===== config.mk =====
export PLATFORM = sky130hd
export DESIGN_NAME = rtc_trim_prescaler
export DESIGN_NICKNAME = d
export VERILOG_FILES = /design/src/rtl/rtc_trim_pkg.sv /design/src/rtl/rtc_trim_sched.sv /design/src/rtl/rtc_trim_divider.sv /design/src/rtl/rtc_ft_tap.sv /design/src/rtl/rtc_trim_prescaler.sv
export SDC_FILE = /design/constraint.sdc
export NUM_CORES = 1
export LEC_CHECK = 0
export BUFFER_PORTS_ARGS = -buffer_cell sky130_fd_sc_hd__buf_4
export CAP_MARGIN = 20
export CORE_MARGIN = 1
export CORE_UTILIZATION = 31
export CTS_CLUSTER_SIZE = 30
export DETAILED_ROUTE_END_ITERATION = 10
export PLACE_DENSITY = 0.5
export SLEW_MARGIN = 20
export SYNTH_ARGS = -nofsm -noshare
export SYNTH_HDL_FRONTEND = slang
export SYNTH_SLANG_ARGS = --single-unit

===== constraint.sdc =====
create_clock -name clk -period 2.75 [get_ports clk]
set_input_delay 0.275 -clock clk [delete_from_list [all_inputs] [get_ports clk]]
set_output_delay 0.275 -clock clk [all_outputs]
set_load 0.01 [all_outputs]

===== src/rtl/rtc_trim_pkg.sv =====
package rtc_trim_pkg;
  localparam int TRIM_MAG_W = 5;

  typedef struct packed {
    logic                  up;
    logic [TRIM_MAG_W-1:0] steps;
  } trim_t;

  function automatic trim_t decode_trim(input logic [7:0] raw);
    trim_t t;
    t.up    = raw[5];
    t.steps = raw[TRIM_MAG_W-1:0];
    return t;
  endfunction
endpackage


===== src/rtl/rtc_trim_sched.sv =====
module rtc_trim_sched #(
  parameter int MAG_W = 5
) (
  input  logic             clk,
  input  logic             rst_n,
  input  logic             minute_mark,
  input  logic [MAG_W-1:0] steps,
  input  logic             consume,
  output logic             armed
);
  localparam int IDX_W = MAG_W + 1;
  localparam logic [IDX_W-1:0] MOD_LIMIT = IDX_W'((2 ** IDX_W) - 2);

  logic [IDX_W-1:0] idx, idx_nx, span;

  assign idx_nx = idx + 1'b1;
  assign span   = {steps, 1'b0};

  always_ff @(posedge clk) begin
    if (!rst_n) begin
      idx   <= '1;
      armed <= 1'b0;
    end else if (minute_mark) begin
      idx   <= idx_nx;
      armed <= (idx_nx < span);
    end else if (consume) begin
      armed <= 1'b0;
    end
  end

  // the last two minutes of the cycle are never corrected
  p_tail_unarmed_r4: assert property (@(posedge clk) disable iff (!rst_n)
    armed |-> (idx < MOD_LIMIT));

  // an armed correction persists until used or re-evaluated
  p_arm_hold_r7: assert property (@(posedge clk) disable iff (!rst_n)
    (armed && !consume && !minute_mark) |=> armed);

  // a used correction is not reused in the same minute
  p_arm_used_r7: assert property (@(posedge clk) disable iff (!rst_n)
    (consume && !minute_mark) |=> !armed);
endmodule


===== src/rtl/rtc_trim_divider.sv =====
module rtc_trim_divider #(
  parameter int STAGE_W = 8,
  parameter int SUB_W   = 7
) (
  input  logic clk,
  input  logic rst_n,
  input  logic osc_en,
  input  logic stop,
  input  logic armed,
  input  logic up,
  output logic sec_end
);
  localparam int LO_W = STAGE_W + 1;
  localparam logic [LO_W-1:0] NORM_LIM = LO_W'((2 ** STAGE_W) - 1);
  localparam logic [LO_W-1:0] EXT_LIM  = LO_W'((2 ** STAGE_W) + (2 ** (STAGE_W - 1)) - 1);
  localparam logic [SUB_W-1:0] SUB_LAST = '1;
  localparam logic [SUB_W-1:0] SUB_PEN  = SUB_LAST - 1'b1;

  logic [LO_W-1:0]  lo, lo_lim;
  logic [SUB_W-1:0] hi;
  logic step, last_sub, stage_done, go_short, go_long;

  assign step       = osc_en && !stop;
  assign go_short   = armed && up;
  assign go_long    = armed && !up;
  assign last_sub   = (hi == SUB_LAST);
  assign lo_lim     = (go_long && last_sub) ? EXT_LIM : NORM_LIM;
  assign stage_done = step && (lo >= lo_lim);
  assign sec_end    = stage_done && (last_sub || (go_short && hi >= SUB_PEN));

  always_ff @(posedge clk) begin
    if (!rst_n) begin
      lo <= '0;
      hi <= '0;
    end else if (step) begin
      if (stage_done) begin
        lo <= '0;
        hi <= sec_end ? '0 : hi + 1'b1;
      end else begin
        lo <= lo + 1'b1;
      end
    end
  end

  // the stage counter never passes the extended limit
  p_stage_bound_r6: assert property (@(posedge clk) disable iff (!rst_n)
    lo <= EXT_LIM);

  // a halted divider keeps its position
  p_stop_hold_r3: assert property (@(posedge clk) disable iff (!rst_n)
    stop |=> ($stable(lo) && $stable(hi)));

  // no progress without an oscillator enable
  p_idle_hold_r10: assert property (@(posedge clk) disable iff (!rst_n)
    !osc_en |=> ($stable(lo) && $stable(hi)));
endmodule


===== src/rtl/rtc_ft_tap.sv =====
module rtc_ft_tap #(
  parameter int FT_SHIFT = 5
) (
  input  logic clk,
  input  logic rst_n,
  input  logic osc_en,
  input  logic stop,
  input  logic gate,
  output logic ft_wave
);
  logic [FT_SHIFT:0] tap;

  always_ff @(posedge clk) begin
    if (!rst_n) begin
      tap     <= '0;
      ft_wave <= 1'b0;
    end else begin
      if (osc_en && !stop) tap <= tap + 1'b1;
      ft_wave <= gate && tap[FT_SHIFT];
    end
  end

  // a closed gate forces the test output low
  p_gate_low_r9: assert property (@(posedge clk) disable iff (!rst_n)
    !gate |=> !ft_wave);
endmodule


===== src/rtl/rtc_trim_prescaler.sv =====
module rtc_trim_prescaler
  import rtc_trim_pkg::*;
#(
  parameter int STAGE_W  = 8,
  parameter int SUB_W    = 7,
  parameter int FT_SHIFT = 5
) (
  input  logic       clk,
  input  logic       rst_n,
  input  logic       osc_en,
  input  logic       stop,
  input  logic [7:0] cal_ctrl,
  input  logic       minute_mark,
  input  logic       ft_bit,
  input  logic       alarm_irq_en,
  input  logic       wdog_steer,
  input  logic       wdog_zero,
  output logic       sec_tick,
  output logic       ft_wave
);
  trim_t cfg;
  logic  armed, sec_end, ft_gate;
  logic  unused_ctrl_bits;

  assign cfg              = decode_trim(cal_ctrl);
  assign unused_ctrl_bits = ^cal_ctrl[7:6];
  assign ft_gate          = ft_bit && !stop && !alarm_irq_en && (wdog_steer || wdog_zero);

  rtc_trim_sched #(.MAG_W(TRIM_MAG_W)) u_sched (
    .clk         (clk),
    .rst_n       (rst_n),
    .minute_mark (minute_mark),
    .steps       (cfg.steps),
    .consume     (sec_end),
    .armed       (armed)
  );

  rtc_trim_divider #(.STAGE_W(STAGE_W), .SUB_W(SUB_W)) u_div (
    .clk     (clk),
    .rst_n   (rst_n),
    .osc_en  (osc_en),
    .stop    (stop),
    .armed   (armed),
    .up      (cfg.up),
    .sec_end (sec_end)
  );

  rtc_ft_tap #(.FT_SHIFT(FT_SHIFT)) u_ft (
    .clk     (clk),
    .rst_n   (rst_n),
    .osc_en  (osc_en),
    .stop    (stop),
    .gate    (ft_gate),
    .ft_wave (ft_wave)
  );

  always_ff @(posedge clk) begin
    if (!rst_n) sec_tick <= 1'b0;
    else        sec_tick <= sec_end;
  end

  // a tick lasts one cycle
  p_single_tick_r2: assert property (@(posedge clk) disable iff (!rst_n)
    sec_tick |=> !sec_tick);

  // no tick follows a halted cycle
  p_stop_no_tick_r3: assert property (@(posedge clk) disable iff (!rst_n)
    stop |=> !sec_tick);
endmodule


==> results list, run 1 <==
- Entering global routing, the biggest net connects 30 pins.
- TritonCTS clock tree: done
- Of all cell types, the one taking the most synthesized area is dfxtp_1.
- In the synthesized netlist, the number of instances is 186.
- The total count of hold-check failures in the final report came to 0.
- The layer flagged by global routing as most heavily used is met2.
* Total of buffers placed on input and output ports: 16
* Floorplan row count: 26
- After the flow finishes, the layout carries non-filler instances totaling 277.
* Number of DRC markers after the initial detailed-route iteration: 14
* Sequential fraction of the synthesis area: 38.0%
- Maximum buffer depth of the clock tree: 2
* Area of the mapped netlist: 1630 um^2
* Number of distinct standard cells referenced by the synthesized netlist: 39
- In this run the clock root is driven by a clkbuf_8.
- Avg WL per Cell: 11.0 um
- The floorplan step defined a die boundary enclosing 5560 um^2.
* Flop-to-flop setup slack: 180 ps
* Number of optimization iterations in the first detailed-route pass: 4
- Compared with the post-synthesis result, the final layout area differs by 20.5%.
* Met2 routing resource usage after global routing: 19.1%
- Area of combinational cells with multiple inputs: 985 um^2
- Met1 Track Usage GR: 15.7%
* First-pass GRT wire length: 5210 um
- The synthesized design devotes to its leading area cell type 38.0% of total area.
- Walking the worst path, the cells encountered are ha_2, inv_1, nor2_2, nand3_1, or3_4, ha_4, nand3_2, o32ai_4, buf_4, a21boi_1, o21a_1.
- For this run, design rule violations remaining after detail routing come to 0.
* Wire length reported by the detailed router: 3040 um
* Cell types occupying the most area after synthesis: dfxtp_1, ha_1, xnor2_1, xor2_1, nand2_1
* Grt total ovfl: 0
- Die Ht: 74.5 um
- Hold_ws: 147 ps
- After the last flow step, the layout net total stands at 234.
- Worst Setup End Kind: register
- Worst vdd ir: 215 uV
- Slowest cell delay on critical path: 410 ps
- At the worst endpoint, the arrival time is 2750 ps.
- The number of antenna violations at the first check in global routing was 0.
* Mean instance size in the synthesized netlist: 8.77 um^2
* Count of placed standard cells including taps: 266
- Number of nets still failing antenna checks after routing: 0
- CP Data Required Time: 2920 ps
- Antenna Diode Count: 0
- The worst hold path belongs to the class input pin to register.
* Most instantiated cells after synthesis: dfxtp_1, nand2_1, nor2_1
- The analysis attributes to cell leakage a power of 0.000767 uW.
- Cell with the largest stage delay on the worst path: or3_4
- Cell family contributing the most delay on the critical path: simple AND/OR/NAND/NOR gates
- Total global-route track usage: 12.3%
- For this design, the sink count on the clock tree is 31.
- Once the floorplan was initialized, standard cells occupied 32.1% of the core.
- Tmin final: 2570 ps
* Source-to-sink clock delay at the later pin of the worst-skew pair: 280 ps
- The critical path in this run is classified as register to register.
- Counting flops and latches in the post-synthesis netlist gives 31.
* Final design utilization: 38.7%
- The number of global-route vias before repair was 1172.
- Pwr/cell area: 498 nW/um^2
* Maximum level of the CTS H-tree: 2
* Dominant synthesized flop cell: dfxtp_1
- CTS Buf Count: 5
* Worst-path maximum fanout: 7
- Buf/Inv on CP: 2
- Number of enable flip-flop cells after synthesis: 0
- Chip width: 74.5 um
* Max capacitance violation total: 0
- Final setup vio count: 0
- Share of cells above drive strength 1: 18.4%
- Registers take 621 um^2.
* Most frequent cell after synthesis: dfxtp_1
- Achievable frequency: 389 MHz
- Fill cells in the final layout number 560.
- The flow ran to the end, and the final reports show no timing, DRC or antenna violations.
* Hold-fix buffer count after cts: 0
* Post-synthesis net count: 214
- Clock slew seen by the registers of the worst setup and hold paths: 70 ps
- Core area: 5070 um^2
- Post-detailed-placement half-perimeter wirelength: 2070 um
- Asr flop ratio synth: 0%
- Post-Route Skew: 8.18 ps
- Max Slew Vio Count: 0
- Startpoint Class: register
- Placer Congestion: 0.753
- Dividing the detail-routed via count by the number of cells gives 4.62.
- Met3 track demand over resource in global routing: 4.07%
* Via count: 1279
- Relative slew margins: 65.0%
- Top-Level Pins: 19
* Ys Warns: 0
* Slew @ Worst Pin: 524 ps
- Fraction of the cycle the final worst path needs: 93.5%
[state kept, by name, summed over array words and instances (netlist names)]
signal / count
sec_tick: 1
u_ft.tap: 6
u_ft.ft_wave: 1
u_div.hi: 7
u_div.lo: 9
u_sched.armed: 1
u_sched.idx: 6
[metal layers]
metal,wire [um],up-vias
li1,-,681
met1,1550,582
met5,0,-
met4,27,0
met2,1370,14
met3,85,2
[metrics by stage]
stage                     setup WS (ps)  power (uW)  cell area (um^2)  TNS [ps]
after floorplan                     307         603              1630         0
after global placement              153         642              1820         0
after detailed placement            168         642              1820         0
after CTS                           153         999              1910         0
after global routing              -4.91        1040              1970     -5.98
final                               178         980              1970         0
[cells by family after synthesis]
logic type      Yosys count  synth area share [%]
buf+inv                  15                  3.53
simple gates             79                  25.7
fa+ha+maj                11                  8.44
compound gates           29                  13.0
flops                    31                  38.0
mux                       1                 0.614
xor+xnor                 20                  10.7
[cells in the final DEF (no fill, tap or decap), drive strengths merged, types with 2 or more instances in the layout]
cell,n
dfxtp,31
nand2,21
buf,21
nor2,15
nand3,12
xnor2,11
ha,11
xor2,9
inv,7
nand4,7
and2,7
a21oi,6
clkbuf,6
o21ai,6
o21a,4
and3,3
nand2b,3
and4b,3
o211ai,2
nor3,2
a31o,2
nand3b,2
o22ai,2
or3,2
a21boi,2
[area by class of cell]
type | instances | area share, %
Clock buffer | 6 | 3.69
Clock inverter | 2 | 0.637
Inverter | 7 | 1.34
Multi-Input combinational cell | 140 | 50.1
Sequential cell | 31 | 31.6
Tap cell | 70 | 4.46
Timing Repair Buffer | 21 | 8.21
[timing repair]
item                                    CTS  global route
endpoints found under the setup margin    0            14
gates resized for setup                   0             7
setup buffers                             0             3
[final timing paths]
| path | startpoint | to | cells past startpoint |
|---|---|---|---|
| worst max register to register | u_div.hi[1]$_SDFFE_PN0P_ | u_div.hi[6]$_SDFFE_PN0P_ | 11 |
| worst min-delay path | alarm_irq_en | u_ft.ft_wave$_SDFF_PN0_ | 2 |
| worst min register to register | u_ft.tap[1]$_SDFFE_PN0P_ | u_ft.tap[1]$_SDFFE_PN0P_ | 2 |
| worst max-delay path | u_div.hi[1]$_SDFFE_PN0P_ | u_div.hi[6]$_SDFFE_PN0P_ | 11 |
[where the power goes]
group / total, uW / switching (uW) / internal [uW]
registers: 491 / 22.8 / 469
clock network: 348 / 171 / 177
logic: 141 / 69.2 / 71.4
total: 980 / 263 / 717
[worst register-to-register path, cell delays in order, from the launching register on]
cell and delay [ps]:
dfxtp_1 340, ha_2 190, inv_1 60, nor2_2 150, nand3_1 120, or3_4 410, ha_4 290, nand3_2 100
o32ai_4 410, buf_4 190, a21boi_1 60, o21a_1 160
No activity file was read; power rests on OpenSTA's default activity.
==> run 2, diff against run 1 <==
Settings changed: CORE_MARGIN 1 to default, SYNTH_HIERARCHICAL from default to 1.
==> run 2 against run 1 <==
  * Via count up 5.6%
  * Sequential power about the same
  * First-iteration DRC count up 120%
  * Clock-buffer cell count unchanged
  * Largest cell class unchanged
  * Largest power group unchanged
==> results list, run 2 <==
* Share of Yosys cell area claimed by the top area cell type: 37.0% (-1.1 points)
- Most frequent cell after synthesis: dfxtp_1
* Hold worst-path end: u_sched/idx[3]$_SDFFE_PN1P_
- In this run the critical register-to-register path is launched from u_div/hi[3]$_SDFFE_PN0P_.
- Share of cells above drive strength 1: 20.2% (+1.8 points)
- The number of rows created at floorplan is 26 (unchanged).
* Clock slew seen by the registers of the worst setup and hold paths: 70 ps (about the same)
- Antenna violations before repair: 0 (unchanged)
- Post-synthesis net count: 214 (unchanged)
* Max capacitance violation total: 0 (unchanged)
* Slowest cell delay on critical path: 480 ps (+70 ps)
* Max Slew Vio Count: 0 (unchanged)
* Cell at the root of the clock tree: clkbuf_8
* DRC violations left: 0 (unchanged)
- Core area: 5170 um^2 (+1.9%)
* Slew @ Worst Pin: 641 ps (+117 ps)
* Total power: 1010 uW (+3.2%)
- TritonCTS built the clock tree.
* Antenna Diode Count: 0 (unchanged)
- The biggest area contributor in the post-synthesis netlist is dfxtp_1.
- Reg-to-reg endpoint: u_div/hi[5]$_SDFFE_PN0P_
- Counting instances in the post-synthesis netlist gives the leading cell types as dfxtp_1, nand2_1, a21oi_1, ha_1, nor2_1.
- Final number of hold-violating endpoints: 0 (unchanged)
- The number of global-route vias before repair was 1294 (+10%).
* Data arrival at the endpoint of the critical path: 2780 ps (+30 ps)
* Ys Warns: 6 (+6)
- The flip-flop count of the largest register, all copies and words added is 9 (unchanged).
* First-pass GRT wire length: 5460 um (+4.8%)
- Worst-path maximum fanout: 7 (unchanged)
- The hold-fix buffer count after cts came to 0 (unchanged).
- The share of flip-flops with an asynchronous set or reset came to 0% (unchanged).
- The overall overflow remaining after global route was 0 (unchanged).
* Dominant synthesized flop cell: dfxtp_1
- Maximum buffer depth of the clock tree: 2 (unchanged)
- Die Ht: 75.6 um (+1.4%)
- Final setup vio count: 0 (unchanged)
- More flip-flops sit in one register than any other, and that register is u_div/lo.
- The number of cells on the worst hold path came to 2 (unchanged).
* Largest net degree at the start of global routing: 21 (-30%)
- The worst slew margin relative to its limit is 57.3% (-7.7 points).
* Die area: 5710 um^2 (+2.8%)
* Most frequent standard cell in the layout excluding fill and tap cells: dfxtp_1
* Mean instance size in the synthesized netlist: 9.03 um^2 (+2.9%)
- Fraction of the cycle the final worst path needs: 93.5% (about the same)
- The remaining number of nets flagged by the antenna check after routing was 0 (unchanged).
- WS Path Type: register to register
* Hold path start: rst_n
- The leakage dissipation is 0.000848 uW (+11%).
* Via density per instance: 4.77 (+3.4%)
* Cell chain of the critical path: and3_4, nand3_1, or3_4, ha_1, nand3_1, o31a_4, buf_4, or4_1, a21oi_2
- Run status: completed
- Cell repeated most along the worst path: nand3_1
- Post-detailed-placement half-perimeter wirelength: 2220 um (+7.1%)
- The path class of the tightest hold or removal check is input pin to register.
- The maximum achievable frequency came to 389 MHz (about the same).
* Area of the mapped netlist: 1680 um^2 (+2.9%)
- The starting density of the core came to 32.5% (+0.31 points).
- Final-layout setup total negative slack: 0 ps (unchanged)
- The sum of routed wire length over all layers was 3090 um (+1.8%).
- The worst supply voltage drop on vdd is 246 uV (+15%).
- Setup repair after global routing left no endpoint under its margin.
- Total of buffers placed on input and output ports: 16 (unchanged)
- Worst Setup End Kind: register
* R2R cell count: 9 (-2)
- The endpoint required time on the critical path is 2960 ps (+40 ps).
* Avg WL per Cell: 10.9 um (-0.38%)
* Post-Route Skew: 3.53 ps (-4.66 ps)
- The latest clock arrival within the worst-skew pair was 270 ps (about the same).
* Cell types occupying the most area after synthesis: dfxtp_1, ha_1, xnor2_1, xor2_1, nand2_1
- The number of register bits inferred by synthesis is 31 (unchanged).
* Via count: 1351 (+5.6%)
- Largest registers ranked by flip-flop count: u_div/lo (9), u_div/hi (7)
- The minimum period implied by the final worst setup slack is 2570 ps (-1.47 ps).
- The number of clock sinks is 31 (unchanged).
- The total routing resource utilization after global routing came to 12.4% (+0.097 points).
- In this design, the largest share of critical-path delay is due to simple AND/OR/NAND/NOR gates.
- The slowest stage of the critical path is the or4_1 cell.
- The synthesized netlist cell count is 186 (unchanged).
- The unique cell type count in the Yosys netlist came to 41 (+5.1%).
- The number of flops mapped to enable cells by yosys was 0 (unchanged).
- The final core utilization is 39.0% (+0.29 points).
- The minimum setup slack among reg-to-reg paths came to 180 ps (about the same).
- Placer Congestion: 0.700 (-7.0%)
- The post-CTS setup-driven buffer insertion count came to 0 (unchanged).
- The total power per unit cell area was 501 nW/um^2 (+0.53%).
- The deepest level of the CTS H-tree was 2 (unchanged).
- The sequential-to-total area share from yosys stat is 37.0% (-1.1 points).
- Commonest cells after routing, fill and taps aside: dfxtp_1, buf_4, nand2_1
- Buf/Inv on CP: 1 (-1)
- The iteration count of the initial detailed-routing pass is 4 (unchanged).
- Startpoint Class: register
- Number of DRC markers after the initial detailed-route iteration: 31 (+17)
- The critical path depth came to 9 (-2).
- The chip width came to 75.6 um (+1.4%).
* Area growth, synth to finish: 20.2%
- Number of nets in the final layout: 241 (+3.0%)
- Top-Level Pins: 19 (unchanged)
* CTS Buf Count: 5 (unchanged)
==> run 2: cell type report <==
| cell class | count | area (um^2) |
|---|---|---|
| well taps | 70 | 87.6 |
| inverters | 9 | 33.8 |
| flip-flops and latches | 31 | 622 |
| multi-input cells | 141 | 1000 |
| clock buffers | 6 | 82.6 |
| fillers | 533 | 3150 |
| repair buffers | 25 | 188 |
| clock inverters | 1 | 5.00 |
==> run 2: how the worst max path moves through the flow <==
stage,startpoint,end
after floorplan,u_div/hi[2]$_SDFFE_PN0P_,u_sched/armed$_SDFFE_PN0P_
after CTS,u_div/hi[3]$_SDFFE_PN0P_,u_sched/armed$_SDFFE_PN0P_
after global placement,u_div/hi[3]$_SDFFE_PN0P_,u_sched/armed$_SDFFE_PN0P_
final,u_div/hi[3]$_SDFFE_PN0P_,u_div/hi[5]$_SDFFE_PN0P_
after detailed placement,u_div/hi[3]$_SDFFE_PN0P_,u_div/hi[6]$_SDFFE_PN0P_
after global routing,u_div/hi[3]$_SDFFE_PN0P_,u_div/hi[5]$_SDFFE_PN0P_
==> run 2: where the power goes <==
part | internal, uW | leakage (uW) | switching, uW | total, uW
Clock | 196 | 0.0000470 | 162 | 358
Sequential | 469 | 0.000252 | 24.6 | 493
Combinational | 82.1 | 0.000548 | 77.1 | 159
==> run 2: what timing repair did <==
action	in CTS	in global routing
hold endpoints to repair	0	0
setup endpoints to repair	0	6
resized for setup	0	4
==> run 2: layer usage <==
| layer | global-route usage [%] | up-vias | share of wire (%) |
|---|---|---|---|
| met2 | 18.8 | 26 | 41 |
| met3 | 3.70 | 2 | 4.0 |
| met5 | 0 | - | 0 |
| met1 | 16.7 | 610 | 54 |
| li1 | - | 713 | - |
| met4 | 4.32 | 0 | 0.71 |
==> run 2: per-stage QoR <==
stage / hold WS (ps) / area (um^2) / std cells / setup WS (ps)
3_3_place_gp: 436 / 1920 / 276 / 58.6
4_1_cts: 289 / 2000 / 283 / 16.1
6_report: 290 / 2020 / 283 / 179
2_1_floorplan: 337 / 1680 / 186 / 11.2
3_5_place_dp: 441 / 1920 / 276 / 54.2
5_1_grt: 292 / 2020 / 283 / 52.9
==> run 2: cell families after synthesis <==
family / count (synthesis) / share of synthesized area [%]
buffers and inverters: 14 / 4.32
multiplexers: 4 / 2.38
AND/OR/NAND/NOR: 80 / 27.0
flip-flops: 31 / 37.0
AO/OA/AOI/OAI: 29 / 12.3
adder cells (fa/ha/maj): 11 / 8.20
XOR/XNOR: 17 / 8.87
==> run 3, diff against run 2 <==
==> constraint.sdc (replaced) <==
create_clock -name clk -period 2.75 [get_ports clk]
set_input_delay 0.1375 -clock clk [delete_from_list [all_inputs] [get_ports clk]]
set_output_delay 0.1375 -clock clk [all_outputs]
set_load 0.01 [all_outputs]
==> run 3 against run 2 <==
  * Sequential cell count stayed put
  * Via count fell by 0.52%
  * Cell count grew 0.35%
==> results list, run 3 (same netlist as run 2, synthesis figures left out) <==
* Post-Route Skew: 6.61 ps (+3.09 ps)
- Fraction of the cycle the final worst path needs: 93.1% (-0.34 points)
- Leaving out fill and tap cells, the most frequent cell in the layout is dfxtp_1.
- The starting density of the core came to 32.5% (unchanged).
* Largest net degree at the start of global routing: 21 (unchanged)
- The final count of negative-setup-slack endpoints was 0 (unchanged).
- Run status: completed
- The register area was 622 um^2 (unchanged).
- STA classifies the critical path startpoint as a register.
- Cell count of the worst hold path: 2 (unchanged)
* Achievable frequency: 390 MHz (+0.36%)
- Number of nets in the final layout: 241 (unchanged)
- Leak pwr: 0.000843 uW (-0.56%)
- The number of antenna violations at the first check in global routing was 0 (unchanged).
- The deepest level of the CTS H-tree was 2 (unchanged).
- Clock slew seen by the registers of the worst setup and hold paths: 70 ps (about the same)
- Hold_ws: 144 ps (-146 ps)
* Worst-path maximum fanout: 8 (+1)
* Chip width: 75.6 um (unchanged)
* Top-Level Pins: 19 (unchanged)
* TritonCTS clock tree: done
* Max Slew Vio Count: 0 (unchanged)
- Wire length reported by the detailed router: 3060 um (-1.3%)
* R2R cell count: 9 (unchanged)
* Number of DRC markers after the initial detailed-route iteration: 51 (+65%)
* Via count of the first global-routing pass: 1272 (-1.7%)
- The hold-fix buffer count after cts was 0 (unchanged).
* Max capacitance violation total: 0 (unchanged)
* Die area: 5710 um^2 (unchanged)
- Pwr/cell area: 493 nW/um^2 (-1.6%)
- The overall overflow remaining after global route came to 0 (unchanged).
- The overall power after layout came to 993 uW (-1.8%).
* Number of sinks on the clock net: 31 (unchanged)
- The die extent in y was 75.6 um (unchanged).
* Via count: 1344 (-0.52%)
- Source-to-sink clock delay at the later pin of the worst-skew pair: 280 ps (about the same)
* Core area: 5170 um^2 (unchanged)
- Data arrival at the endpoint of the critical path: 2770 ps (about the same)
- The endpoint required time on the critical path is 2960 ps (about the same).
* Relative slew margins: 54.9% (-2.4 points)
* Largest registers ranked by flip-flop count: u_div/lo (9), u_div/hi (7)
* Antenna Diode Count: 0 (unchanged)
* Share of cells above drive strength 1: 19.6% (-0.56 points)
* Number of nets still failing antenna checks after routing: 0 (unchanged)
- The TritonCTS buffer count is 5 (unchanged).
- The count of input and output buffers is 16 (unchanged).
* Number of optimization iterations in the first detailed-route pass: 4 (unchanged)
- The area occupied by multi-input gates is 1000 um^2 (+0.25%).
- The estimated wirelength of the detail-placed design is 2230 um (+0.72%).
- Placer Congestion: 0.735 (+5.0%)
- STA classifies the critical path endpoint as a register.
- Tmin final: 2560 ps (-9.35 ps)
* Commonest cells after routing, fill and taps aside: dfxtp_1, buf_4, nand2_1
* Via density per instance: 4.73 (-0.87%)
* Source of the worst register-to-register timing path: u_div/hi[3]$_SDFFE_PN0P_
* Final number of hold-violating endpoints: 0 (unchanged)
- Hold worst-path end: u_sched/idx[4]$_SDFFE_PN1P_
* DRC violations left: 0 (unchanged)
* Unrepaired setup endpoints after global routing: false
* First-pass GRT wire length: 5600 um (+2.7%)
- The transition at the pin with the smallest max-transition slack is 677 ps (+36.1 ps).
- Area growth, synth to finish: 20.0%
- The total routing resource utilization after global routing was 13.1% (+0.69 points).
* Maximum buffer depth of the clock tree: 2 (unchanged)
- The register with the most flip-flops in the final layout is u_div/lo.
- The number of rows created at floorplan was 26 (unchanged).
* WS Path Type: register to register
- The flip-flop count of the largest register, all copies and words added came to 9 (unchanged).
- The minimum setup slack among reg-to-reg paths is 190 ps (about the same).
- The number of fill cells is 530 (-0.56%).
- Hold path start: rst_n
- Number of buffers added for setup after CTS: 0 (unchanged)
- The total negative setup slack came to 0 ps (unchanged).
* Avg WL per Cell: 10.8 um (-1.6%)
- Worst hold-check path type: input pin to register
- The root buffer cell chosen for the clock tree is clkbuf_8.
* Worst vdd ir: 221 uV (-10%)
- Reg-to-reg endpoint: u_div/hi[5]$_SDFFE_PN0P_
[run 3: cell count changes in the layout (fill, tap and decap cells not counted), sizes merged]
cell	previous run	this run
clkbuf	6	7
[run 3: how the worst max path moves through the flow]
| stage | to | slack [ps] | cells past startpoint | start |
|---|---|---|---|---|
| 3_5_place_dp | u_sched/armed$_SDFFE_PN0P_ | 30 | 10 | u_div/hi[3]$_SDFFE_PN0P_ |
| 4_1_cts | u_div/hi[4]$_SDFFE_PN0P_ | 30 | 9 | u_div/hi[3]$_SDFFE_PN0P_ |
| 6_report | u_div/hi[5]$_SDFFE_PN0P_ | 190 | 9 | u_div/hi[3]$_SDFFE_PN0P_ |
| 3_3_place_gp | u_div/hi[4]$_SDFFE_PN0P_ | 90 | 9 | u_div/hi[3]$_SDFFE_PN0P_ |
| 2_1_floorplan | u_sched/armed$_SDFFE_PN0P_ | 10 | 11 | u_div/hi[2]$_SDFFE_PN0P_ |
| 5_1_grt | u_div/hi[5]$_SDFFE_PN0P_ | 20 | 9 | u_div/hi[3]$_SDFFE_PN0P_ |
[run 3: repair_timing]
item	CTS	global route
endpoints found under the setup margin	1	15
endpoints found under the hold margin	0	0
pin swaps	0	1
resized for setup	1	3
[run 3: power breakdown]
group	total [uW]	internal, uW	switching [uW]
logic	158	82.3	75.8
clock network	341	177	164
registers	493	469	24.4
total	993	729	264
[run 3: worst max-delay path, cell delays in order (launching register included)]
cell and delay [ps]:
dfxtp_2 340, and3_4 190, nand3_1 100, or3_4 380
ha_1 300, nand3_1 90, o31a_4 310, buf_4 170
or4_1 460, a21oi_1 150
[run 3: per-stage QoR]
stage | setup slack [ps] | area (um^2) | instances | util (%)
3_3_place_gp | 87.0 | 1920 | 276 | 37.0
3_5_place_dp | 31.5 | 1920 | 276 | 37.0
4_1_cts | 26.8 | 2000 | 284 | 38.7
6_report | 189 | 2010 | 284 | 38.9
5_1_grt | 20.2 | 2010 | 284 | 38.9
2_1_floorplan | 11.2 | 1680 | 186 | -
[run 3: area by class of cell]
class	count	area share (%)
flip-flops and latches	31	30.9
well taps	70	4.35
repair buffers	25	9.32
clock inverters	1	0.248
clock buffers	7	3.79
multi-input cells	141	49.8
inverters	9	1.68
[run 3: per-layer routing]
layer  global-route usage, %  wire (um)  vias to the layer above
li1                        -          -                      714
met1                    17.2       1580                      607
met2                    19.5       1320                       18
met3                    4.10        122                        5
met4                    6.17         39                        0
met5                       0          0                        -
